<file path="src/rtl/shp_pkg.sv">
package shp_pkg;
  localparam int CALC_W   = 48;
  localparam int EXP_W    = 4;
  localparam int BASE_W   = 8;
  localparam int BURST_W  = 5;
  localparam int TICK_W   = 11;
  localparam int WORD_W   = 32;
  localparam int REF_NUM  = 1008000;  // reference base x 8 x 1000
  localparam int REF_BASE = 126;
  localparam int UNIT_K   = 8000;
  localparam int HALF_K   = 4000;
  localparam int DEF_BURST_BASE  = 1;
  localparam int DEF_BURST_SHIFT = 4;

  typedef enum logic [1:0] {PH_REF, PH_DOWN, PH_UP, PH_BASE} phase_e;
  typedef enum logic {ST_IDLE, ST_RUN} state_e;

  function automatic logic [TICK_W-1:0] tick_for(input logic [1:0] lvl);
    case (lvl)
      2'd1:    return TICK_W'(192);
      2'd2:    return TICK_W'(48);
      default: return TICK_W'(1536);
    endcase
  endfunction
endpackage

</file>
<file path="src/rtl/shp_tick_lut.sv">
module shp_tick_lut
  import shp_pkg::*;
#(
  parameter int LVL_W = 3
) (
  input  logic [LVL_W-1:0]  level_i,
  output logic [TICK_W-1:0] tick_o,
  output logic              valid_o
);
  localparam int NUM_LVL = 4;

  assign valid_o = (32'(level_i) < NUM_LVL);
  assign tick_o  = tick_for(level_i[1:0]);
endmodule

</file>
<file path="src/rtl/shp_div.sv">
module shp_div #(
  parameter int W = 48
) (
  input  logic         clk_i,
  input  logic         rst_ni,
  input  logic         start_i,
  input  logic [W-1:0] dividend_i,
  input  logic [W-1:0] divisor_i,
  output logic         done_o,
  output logic [W-1:0] quot_o
);
  localparam int CNT_W = $clog2(W + 1);

  logic [W-1:0]     rem_q, quo_q, dvs_q, rem_nx, quo_nx;
  logic [CNT_W-1:0] cnt_q;
  logic             run_q, done_q;
  logic [W:0]       rem_sh, diff;

  always_comb begin
    rem_sh = {rem_q, quo_q[W-1]};
    diff   = rem_sh - {1'b0, dvs_q};
    if (!diff[W]) begin
      rem_nx = diff[W-1:0];
      quo_nx = {quo_q[W-2:0], 1'b1};
    end else begin
      rem_nx = rem_sh[W-1:0];
      quo_nx = {quo_q[W-2:0], 1'b0};
    end
  end

  always_ff @(posedge clk_i or negedge rst_ni) begin
    if (!rst_ni) begin
      rem_q  <= '0;
      quo_q  <= '0;
      dvs_q  <= '0;
      cnt_q  <= '0;
      run_q  <= 1'b0;
      done_q <= 1'b0;
    end else begin
      done_q <= 1'b0;
      if (start_i) begin
        rem_q <= '0;
        quo_q <= dividend_i;
        dvs_q <= divisor_i;
        cnt_q <= CNT_W'(W);
        run_q <= 1'b1;
      end else if (run_q) begin
        rem_q <= rem_nx;
        quo_q <= quo_nx;
        cnt_q <= cnt_q - 1'b1;
        if (cnt_q == CNT_W'(1)) begin
          run_q  <= 1'b0;
          done_q <= 1'b1;
        end
      end
    end
  end

  assign done_o = done_q;
  assign quot_o = quo_q;

  AST_DIV_NONZERO: assert property (@(posedge clk_i) disable iff (!rst_ni)
    start_i |-> divisor_i != '0);
  AST_DIV_NO_RESTART: assert property (@(posedge clk_i) disable iff (!rst_ni)
    start_i |-> !run_q);
endmodule

</file>
<file path="src/rtl/shp_rate_calc.sv">
module shp_rate_calc
  import shp_pkg::*;
#(
  parameter int RATE_W = 32,
  parameter int LVL_W  = 3
) (
  input  logic                clk_i,
  input  logic                rst_ni,
  input  logic                start_i,
  input  logic [RATE_W-1:0]   rate_i,
  input  logic [LVL_W-1:0]    level_i,
  input  logic [BURST_W-1:0]  burst_base_i,
  input  logic [BURST_W-1:0]  burst_shift_i,
  output logic                busy_o,
  output logic                done_o,
  output logic                err_o,
  output logic [BASE_W-1:0]   base_o,
  output logic [EXP_W-1:0]    up_exp_o,
  output logic [EXP_W-1:0]    dn_exp_o,
  output logic [WORD_W-1:0]   peak_word_o,
  output logic [WORD_W-1:0]   commit_word_o
);
  localparam logic [EXP_W-1:0] EXP_MAX = '1;
  localparam int PAD_W = WORD_W - 2*BURST_W - BASE_W - 2*EXP_W;

  state_e              st_q, st_d;
  phase_e              ph_q, ph_d;
  logic [EXP_W-1:0]    u_q, u_d, s_q, s_d;
  logic [RATE_W-1:0]   rate_q, rate_d;
  logic [TICK_W-1:0]   tick_q, tick_d, lut_tick;
  logic                lut_ok;
  logic [BURST_W-1:0]  bb_q, bb_d, bs_q, bs_d;
  logic                go_q, go_d;
  logic [CALC_W-1:0]   dvd_q, dvd_d, dvs_q, dvs_d;
  logic                div_done;
  logic [CALC_W-1:0]   quot;

  logic                fin, fin_err;
  logic [BASE_W-1:0]   fin_base;
  logic [EXP_W-1:0]    fin_u, fin_s;

  logic                done_q, err_q;
  logic [BASE_W-1:0]   r_base_q;
  logic [EXP_W-1:0]    r_u_q, r_s_q;
  logic [BURST_W-1:0]  r_bb_q, r_bs_q;

  logic [CALC_W-1:0]   tick_w, rate_w, ref_w;

  shp_tick_lut #(.LVL_W(LVL_W)) u_lut (
    .level_i (level_i),
    .tick_o  (lut_tick),
    .valid_o (lut_ok)
  );

  shp_div #(.W(CALC_W)) u_div (
    .clk_i      (clk_i),
    .rst_ni     (rst_ni),
    .start_i    (go_q),
    .dividend_i (dvd_q),
    .divisor_i  (dvs_q),
    .done_o     (div_done),
    .quot_o     (quot)
  );

  assign tick_w = CALC_W'(tick_q);
  assign rate_w = CALC_W'(rate_q);
  assign ref_w  = CALC_W'(REF_NUM);

  always_comb begin
    st_d = st_q;  ph_d = ph_q;  u_d = u_q;  s_d = s_q;
    rate_d = rate_q;  tick_d = tick_q;  bb_d = bb_q;  bs_d = bs_q;
    go_d = 1'b0;  dvd_d = dvd_q;  dvs_d = dvs_q;
    fin = 1'b0;  fin_err = 1'b0;  fin_base = '0;  fin_u = '0;  fin_s = '0;
    unique case (st_q)
      ST_IDLE: if (start_i) begin
        rate_d = rate_i;  bb_d = burst_base_i;  bs_d = burst_shift_i;
        u_d = '0;  s_d = '0;
        if (!lut_ok || rate_i == '0) begin
          fin = 1'b1;  fin_err = 1'b1;
        end else begin
          st_d = ST_RUN;  ph_d = PH_REF;  tick_d = lut_tick;  go_d = 1'b1;
          dvd_d = ref_w + CALC_W'(lut_tick >> 1) - CALC_W'(1);
          dvs_d = CALC_W'(lut_tick);
        end
      end
      ST_RUN: if (div_done) begin
        unique case (ph_q)
          PH_REF: begin
            if (quot == rate_w) begin
              fin = 1'b1;  fin_base = BASE_W'(REF_BASE);
            end else if (quot > rate_w) begin
              ph_d = PH_DOWN;  s_d = EXP_W'(1);  go_d = 1'b1;
              dvd_d = ref_w;  dvs_d = tick_w << 1;
            end else begin
              ph_d = PH_UP;  u_d = EXP_W'(1);  go_d = 1'b1;
              dvd_d = (ref_w << 1) + (tick_w >> 1);  dvs_d = tick_w;
            end
          end
          PH_DOWN: begin
            if (quot == rate_w) begin
              fin = 1'b1;  fin_base = BASE_W'(REF_BASE);  fin_s = s_q;
            end else if (quot < rate_w) begin
              ph_d = PH_BASE;  go_d = 1'b1;
              dvd_d = ((rate_w * tick_w) << s_q) + CALC_W'(HALF_K);
              dvs_d = CALC_W'(UNIT_K);
            end else if (s_q == EXP_MAX) begin
              fin = 1'b1;  fin_err = 1'b1;
            end else begin
              s_d = s_q + 1'b1;  go_d = 1'b1;
              dvd_d = ref_w;  dvs_d = tick_w << (s_q + 1'b1);
            end
          end
          PH_UP: begin
            if (quot == rate_w) begin
              fin = 1'b1;  fin_base = BASE_W'(REF_BASE);  fin_u = u_q;
            end else if (quot > rate_w) begin
              ph_d = PH_BASE;  u_d = u_q - 1'b1;  go_d = 1'b1;
              dvd_d = rate_w * tick_w + (CALC_W'(HALF_K) << (u_q - 1'b1));
              dvs_d = CALC_W'(UNIT_K) << (u_q - 1'b1);
            end else if (u_q == EXP_MAX) begin
              fin = 1'b1;  fin_err = 1'b1;
            end else begin
              u_d = u_q + 1'b1;  go_d = 1'b1;
              dvd_d = (ref_w << (u_q + 1'b1)) + (tick_w >> 1);  dvs_d = tick_w;
            end
          end
          PH_BASE: begin
            fin = 1'b1;  fin_base = quot[BASE_W-1:0];  fin_u = u_q;  fin_s = s_q;
          end
          default: ;
        endcase
        if (fin) st_d = ST_IDLE;
      end
      default: st_d = ST_IDLE;
    endcase
  end

  always_ff @(posedge clk_i or negedge rst_ni) begin
    if (!rst_ni) begin
      st_q <= ST_IDLE;  ph_q <= PH_REF;  u_q <= '0;  s_q <= '0;
      rate_q <= '0;  tick_q <= '0;  bb_q <= '0;  bs_q <= '0;
      go_q <= 1'b0;  dvd_q <= '0;  dvs_q <= CALC_W'(1);
      done_q <= 1'b0;  err_q <= 1'b0;  r_base_q <= '0;  r_u_q <= '0;
      r_s_q <= '0;  r_bb_q <= '0;  r_bs_q <= '0;
    end else begin
      st_q <= st_d;  ph_q <= ph_d;  u_q <= u_d;  s_q <= s_d;
      rate_q <= rate_d;  tick_q <= tick_d;  bb_q <= bb_d;  bs_q <= bs_d;
      go_q <= go_d;  dvd_q <= dvd_d;  dvs_q <= dvs_d;
      done_q <= fin;
      if (fin) begin
        err_q    <= fin_err;
        r_base_q <= fin_base;
        r_u_q    <= fin_u;
        r_s_q    <= fin_s;
        r_bb_q   <= fin_err ? '0 : bb_d;
        r_bs_q   <= fin_err ? '0 : bs_d;
      end
    end
  end

  assign busy_o        = (st_q == ST_RUN);
  assign done_o        = done_q;
  assign err_o         = err_q;
  assign base_o        = r_base_q;
  assign up_exp_o      = r_u_q;
  assign dn_exp_o      = r_s_q;
  assign peak_word_o   = {PAD_W'(0), r_bs_q, r_bb_q, r_s_q, r_u_q, r_base_q};
  assign commit_word_o = {PAD_W'(0), r_bs_q, r_bb_q, (BASE_W + 2*EXP_W)'(0)};

  AST_DONE_NOT_BUSY: assert property (@(posedge clk_i) disable iff (!rst_ni)
    done_o |-> !busy_o);
  AST_HOLD_RESULT: assert property (@(posedge clk_i) disable iff (!rst_ni)
    !done_o |-> ($stable(peak_word_o) && $stable(err_o)));
  AST_ERR_ZERO: assert property (@(posedge clk_i) disable iff (!rst_ni)
    (done_o && err_o) |-> (peak_word_o == '0 && commit_word_o == '0));
  AST_ONE_EXP: assert property (@(posedge clk_i) disable iff (!rst_ni)
    (done_o && !err_o) |-> (up_exp_o == '0 || dn_exp_o == '0));
  AST_BUSY_NO_RESTART: assert property (@(posedge clk_i) disable iff (!rst_ni)
    (busy_o && start_i && !div_done) |=> busy_o);
endmodule

</file>
<file path="config.mk">
export PLATFORM = sky130hd
export DESIGN_NAME = shp_rate_calc
export DESIGN_NICKNAME = d
export VERILOG_FILES = /design/src/rtl/shp_pkg.sv /design/src/rtl/shp_tick_lut.sv /design/src/rtl/shp_div.sv /design/src/rtl/shp_rate_calc.sv
export SDC_FILE = /design/constraint.sdc
export NUM_CORES = 1
export LEC_CHECK = 0
export BUFFER_PORTS_ARGS = -buffer_cell sky130_fd_sc_hd__buf_4
export CAP_MARGIN = 20
export CORE_MARGIN = 2
export CORE_UTILIZATION = 50
export DETAILED_ROUTE_END_ITERATION = 10
export PLACE_DENSITY_LB_ADDON = 0.2
export SETUP_SLACK_MARGIN = 0.1
export SLEW_MARGIN = 40
export SYNTH_ARGS = -nofsm -noshare
export SYNTH_HDL_FRONTEND = slang
export SYNTH_SLANG_ARGS = --single-unit
</file>
<file path="constraint.sdc">
create_clock -name clk_i -period 7.4 [get_ports clk_i]
set_input_delay 0.74 -clock clk_i [delete_from_list [all_inputs] [get_ports clk_i]]
set_output_delay 0.74 -clock clk_i [all_outputs]
set_load 0.01 [all_outputs]
</file>
## After elaboration in Yosys (flattened, before gate mapping)

Cells that the tools add are included.

| storage, ports and cells | value |
|---|---|
| bits in registers | 341 |
| logic and storage cells | 205 |
| input port bits | 48 |
| output and inout port bits | 83 |

| cells by class | value |
|---|---|
| reduce and logical (&&, ||, !) cells | 12 |
| multiply operators | 1 |
| equality and inequality tests | 26 |
| $lt $le $gt $ge | 3 |
| multiplexer cells | 121 |
| shift-type cells | 5 |
| $add $sub $neg | 11 |
| bitwise logic cells | 2 |

Operators with widths:

| kind | number |
|---|---|
| $mux W48 | 25 |
| $pmux W48 S3 | 2 |
| $pmux W48 S2 | 2 |
| $mux W4 | 19 |
| $sub A49 B48 Y49 | 1 |
| $add A43 B48 Y48 | 1 |
| $add A48 B10 Y48 | 1 |
| $add A48 B12 Y48 const B | 1 |
| $eq A48 B32 Y1 | 1 |
| $gt A48 B32 Y1 | 1 |
| $lt A48 B32 Y1 | 1 |
| $pmux W4 S2 | 6 |
| $shl A11 B4 Y48 | 1 |
| $shl A12 B4 Y48 const A | 1 |
| $shl A13 B4 Y48 const A | 1 |
| $shl A20 B4 Y48 const A | 1 |
| $shl A48 B4 Y48 | 1 |
| $mul A32 B11 Y43 | 1 |
| $mux W1 | 34 |
| $logic_not A32 Y1 | 1 |
| $mux W5 | 6 |
| $ne A3 B3 Y1 const B | 9 |
| $add A21 B10 Y22 const A | 1 |
| $mux W22 | 1 |
| 38 further kinds | 62 |

## Longest topological paths before layout

| depth | value |
|---|---|
| depth in word-level cells | 10 |
| gate-level depth with buffers | 32 |
| gate-level depth less buffers | 31 |

## By module

Synthesis repeated with hierarchy kept, for this count alone.

| unflattened totals | value |
|---|---|
| cell total of the unflattened synthesis | 4,772 |
| area total of the unflattened synthesis | 38,140.3 um2 |

By module, submodules not included:

| module | area an instance (um2) | sequential area each (um2) | times used | cells each |
|---|---|---|---|---|
| shp_rate_calc | 28,361.0 | 4,230.3 | 1 | 3,606 |
| shp_div | 9,679.3 | 3,803.6 | 1 | 1,152 |
| shp_tick_lut | 100.1 | 0.0 | 1 | 14 |

## Worst setup path before layout

Ideal clock, no wire load.

| timing path | value |
|---|---|
| path kind | register to register |
| from | reg tick_q[7] |
| to | reg dvd_q[41] |
| setup time | 134 ps |
| slack | 74 ps |
| cell stages (with the launch flop) | 30 |
| period minus slack after synthesis | 7,326 ps |
| data required time | 7,266 ps |
| arrival | 7,192 ps |
| buffers on the path | 3 |
| cells stage by stage | dfrtp_1 > clkbuf_1 > buf_1 > nand2_1 > fa_1 > inv_1 > fa_1 > fa_1 > fa_1 > ha_1 > ha_1 > buf_6 > o21a_1 > a21bo_2 > a41oi_1 > and2_1 > inv_1 > ha_1 > a21oi_1 > nand2_1 > o21ai_0 > a31oi_1 > a41o_1 > a211oi_1 > nor2_1 > and3_1 > nand4_1 > xor2_1 > a22oi_1 > o21ai_0 |

| between the ends | value |
|---|---|
| cells in the longest elaborated chain, start to end | 8 |
| elaborated cells between the ends (all ways) | 13 |
| those cells by class | add/sub (3); mul (1); shift (1); mux (8) |

RTL lines:

| item | RTL line | source |
|---|---|---|
| start: declaration | shp_rate_calc.sv:30 | `logic [TICK_W-1:0] tick_q, tick_d, lut_tick;` |
| start signal: assignment | shp_rate_calc.sv:141 | `rate_q <= '0; tick_q <= '0; bb_q <= '0; bs_q <= '0;` |
| start signal: assignment | shp_rate_calc.sv:147 | `rate_q <= rate_d; tick_q <= tick_d; bb_q <= bb_d; bs_q <= bs_d;` |
| $mul A32 B11 Y43 | shp_rate_calc.sv:104, shp_rate_calc.sv:118 |  |
| $shl A48 B4 Y48 | shp_rate_calc.sv:104 | `dvd_d = ((rate_w * tick_w) << s_q) + CALC_W'(HALF_K);` |
| $add A48 B12 Y48 | shp_rate_calc.sv:104 |  |
| $mux W48 | shp_rate_calc.sv:102 | `end else if (quot < rate_w) begin` |
| $mux W48 | shp_rate_calc.sv:100 | `if (quot == rate_w) begin` |
| $pmux W48 S3 (*) | shp_rate_calc.sv:87 | `unique case (ph_q)` |
| $mux W48 (*) | shp_rate_calc.sv:86 | `ST_RUN: if (div_done) begin` |
| $pmux W48 S2 (*) | shp_rate_calc.sv:74 | `unique case (st_q)` |
| end signal: assignment | shp_rate_calc.sv:148 | `go_q <= go_d; dvd_q <= dvd_d; dvs_q <= dvs_d;` |
| end: declaration | shp_rate_calc.sv:34 | `logic [CALC_W-1:0] dvd_q, dvd_d, dvs_q, dvs_d;` |

Mark *: on every way between the ends. The rest lies on a longest branch, timed or not. The select of a mux whose other input is x is not followed.
A chain may end at the register's enable or synchronous reset.

## Final worst setup path

| timing path | value |
|---|---|
| from | reg tick_q[7] |
| to | reg dvd_q[38] |

Same word-level chain as after synthesis.

==> reports/results.ini <==
[outcome]
status = complete, no violations

[global_routing]
grt_pass1_vias = 27220
grt_usage_pct = 31.1
overflow = 0
antenna_found_initial = 3
grt_max_degree = 125
grt_pass1_wl_mm = 155

[synth]
synth_cell_types = 112
ys_ff_latch = 285
synth_top_area_cell = dfrtp_1
async_flop_share_pct = 100
synth_area_um2 = 30500
syn-mean-instance-area_um2 = 8.15
synth_edf_count = 0
ys_seq_area_share_pct = 23.4
synth_top_area_share_pct = 23.3
synth_area_leaders = dfrtp_1 23%, ha_1 11%, fa_1 7.8%
netlist_instances = 3737
ys_warn_count = 0
ys.flop_type = dfrtp_1

[critical_path]
worstSetupPathType = flop to flop
r2r_cells = 26
arrival_ns = 7.55
r2r-end = dvd_q[38]
cp-start-kind = flop
cp-startpoint = tick_q[7]
worstPathMaxFanout = 8
crit_path_end_kind = flop
crit_required_ns = 7.82
regToRegStartpoint = tick_q[7]
r2r_slack_ns = 0.27
cp-endpoint = dvd_q[38]

[sta]
slew-limit-headroom_pct = 33.5
worst_pin_slew_ns = 0.998
rsz0062_at_grt = yes
whs_ns = 0.195
fin_skew_ns = 0.0278
setup_viol = 0
fin_crit_ns = 7.13
max_freq_ghz = 0.140
setup_tns_ns = 0
drv_slew = 0
post-route-period-util_pct = 96.4
hold_viol = 0
setup_ws_ns = 0.269

[detailed_routing]
drc_errors = 0
first_pass_iters = 6
wirelength_mm = 101
wl_per_cell_um = 21.5
vias = 29185
vias_per_cell = 6.22
drt_iter0_drc = 3670
ant_nets = 0

[power_and_ir_drop]
ir_worst_vdd_mv = 0.128
power_leakage_nw = 16.1
powerDensity_nw_per_um2 = 143

[clocking]
cts_buffers = 35
h-tree-depth = 2
cts.clk_slew.worst_paths_ns = 0.06
clockBufferDepth = 3
cts_root_buf = clkbuf_16
cts_num_sinks = 285
cts_tree = done
clk_latency_ns = 0.56

[placed_design]
routabilityCongestion = 1.01
port_buffers = 102
post-dp-hpwl_mm = 77.4
dp_slack_ns = 0.0159

[floorplan]
die_width_um = 251
initial_core_util_pct = 50.6
fp-row-count = 90
core_area_um2 = 60200
die-height_um = 251
ios = 131
die_area_um2 = 62900

[final_layout]
syn_to_final_growth_pct = 15.8
layout_common_cells = 445 x nand2_1, 345 x buf_4, 285 x o21ai_0, 277 x dfrtp_1, 261 x inv_1
fill_cells = 5437
final_nets = 4312
finalCoreUtilization_pct = 58.5
layout_commonest_cell = nand2_1
drive_gt1_share_pct = 17.3

[run]
cap_violations = 0

[hold_path]
hold_class = primary input to asynchronous set/reset pin

-- metal layers --
metal  routed length (um)  GRT usage, %  share of wire, %
met5                   22             0             0.022
met4                 3940          10.3               3.9
met3                 9910          7.04               9.8
met2                43100          45.6                43
met1                44100          45.2                44
-- critical path, stage by stage, from the launching register on --
cell	delay, ns
dfrtp_2	0.39
buf_12	0.15
buf_12	0.13
nand2_1	0.10
fa_1	0.55
inv_1	0.05
fa_1	0.52
fa_1	0.46
fa_1	0.49
ha_1	0.30
ha_1	0.32
buf_4	0.18
and4_4	0.27
o21ai_2	0.07
o211ai_4	0.27
buf_4	0.18
xor2_1	0.20
buf_4	0.19
nor2_1	0.06
a2111o_1	0.40
o2bb2a_1	0.24
o221a_2	0.23
nand2_1	0.17
or4_4	0.54
nor3_2	0.16
xor2_1	0.26
o21ai_1	0.09
-- where the power goes --
part           switching [mW]  leakage [nW]  internal (mW)
sequential             0.0297          3.43           1.58
clock                   0.714         0.570           1.07
combinational           0.946          12.1          0.721
total                    1.69          16.1           3.37
-- logic make-up (layout without fill, tap and decap cells) --
| logic type | Yosys count | after routing | synth area share (%) |
|---|---|---|---|
| simple gates | 1240 | 1240 | 19.4 |
| fa+ha+maj | 376 | 376 | 18.4 |
| other cells | 1 | 29 | 0.0123 |
| flops | 285 | 285 | 23.4 |
| buf+inv | 538 | 683 | 7.50 |
| xor+xnor | 141 | 141 | 4.05 |
| mux | 116 | 116 | 4.29 |
| compound gates | 1040 | 1041 | 22.9 |
-- cells in the mapped netlist, drive strengths merged, types with 13 or more instances --
cell type and count:
or4 13, nand4 52, o31ai 25, or3 32
a311oi 14, ha 257, a31oi 23, o221ai 14
and3 20, nand2b 32, a2111oi 13, a32oi 13
nor4 36, inv 263, mux2i 80, a211oi 69
nor2 268, o41ai 14, nand2 462, fa 119
and2 72, mux2 27, clkbuf 167, xnor2 83
o21ai 322, o211ai 43, buf 108, a22oi 30
a21o 47, a21oi 194, nor2b 22, nor3 72
a211o 16, xor2 58, o21a 37, nand3 101
or2 15, dfrtp 284
-- worst min path at each step --
stage,from,to,slack [ns],cells after the start
6_report,rst_ni,rate_q[11],0.20,1
5_1_grt,rst_ni,rate_q[17],0.25,1
4_1_cts,rst_ni,rate_q[11],0.23,1
3_5_place_dp,dvd_q[18],dvd_q[18],0.47,1
3_3_place_gp,dvd_q[2],dvd_q[2],0.46,2
2_1_floorplan,rst_ni,base_o[0],0.44,0
-- sequential cells by signal, indices dropped and copies added (netlist names), 3 cells and up --
signal / cells
up_exp_o: 4
r_bs_q: 5
bb_q: 5
dvs_q: 25
u_q: 4
rate_q: 32
s_q: 4
r_bb_q: 5
base_o: 8
u_div.dvs_q: 25
u_div.cnt_q: 6
u_div.rem_q: 48
tick_q: 3
dn_exp_o: 4
u_div.quot_o: 48
dvd_q: 46
bs_q: 5
-- layout make-up --
class	count	area (um^2)	area share [%]
repair buffers	361	2880	8.16
multi-input cells	2942	22100	62.7
flip-flops and latches	285	7150	20.3
well taps	782	978	2.78
diodes	1	2.50	0.00710
clock inverters	8	138	0.390
inverters	263	991	2.81
clock buffers	51	1030	2.91
-- through the flow --
stage                     cells  area (um^2)  total power [mW]
after global routing       4692        35300              5.28
after global placement     4593        32800              3.10
after floorplan            3764        30600              2.58
after detailed placement   4593        32800              3.11
after CTS                  4654        34000              4.90
final                      4693        35300              5.06
-- what timing repair did --
| action | 4_1_cts | 5_1_grt |
|---|---|---|
| pin swaps | 1 | 61 |
| cloned | 0 | 4 |
| resized for setup | 13 | 183 |
| setup buffers | 2 | 33 |
| hold buffers | 0 | 0 |
| endpoints found under the hold margin | 0 | 0 |
| setup endpoints to repair | 13 | 25 |
Note: power is estimated with default switching activity, not from simulation.
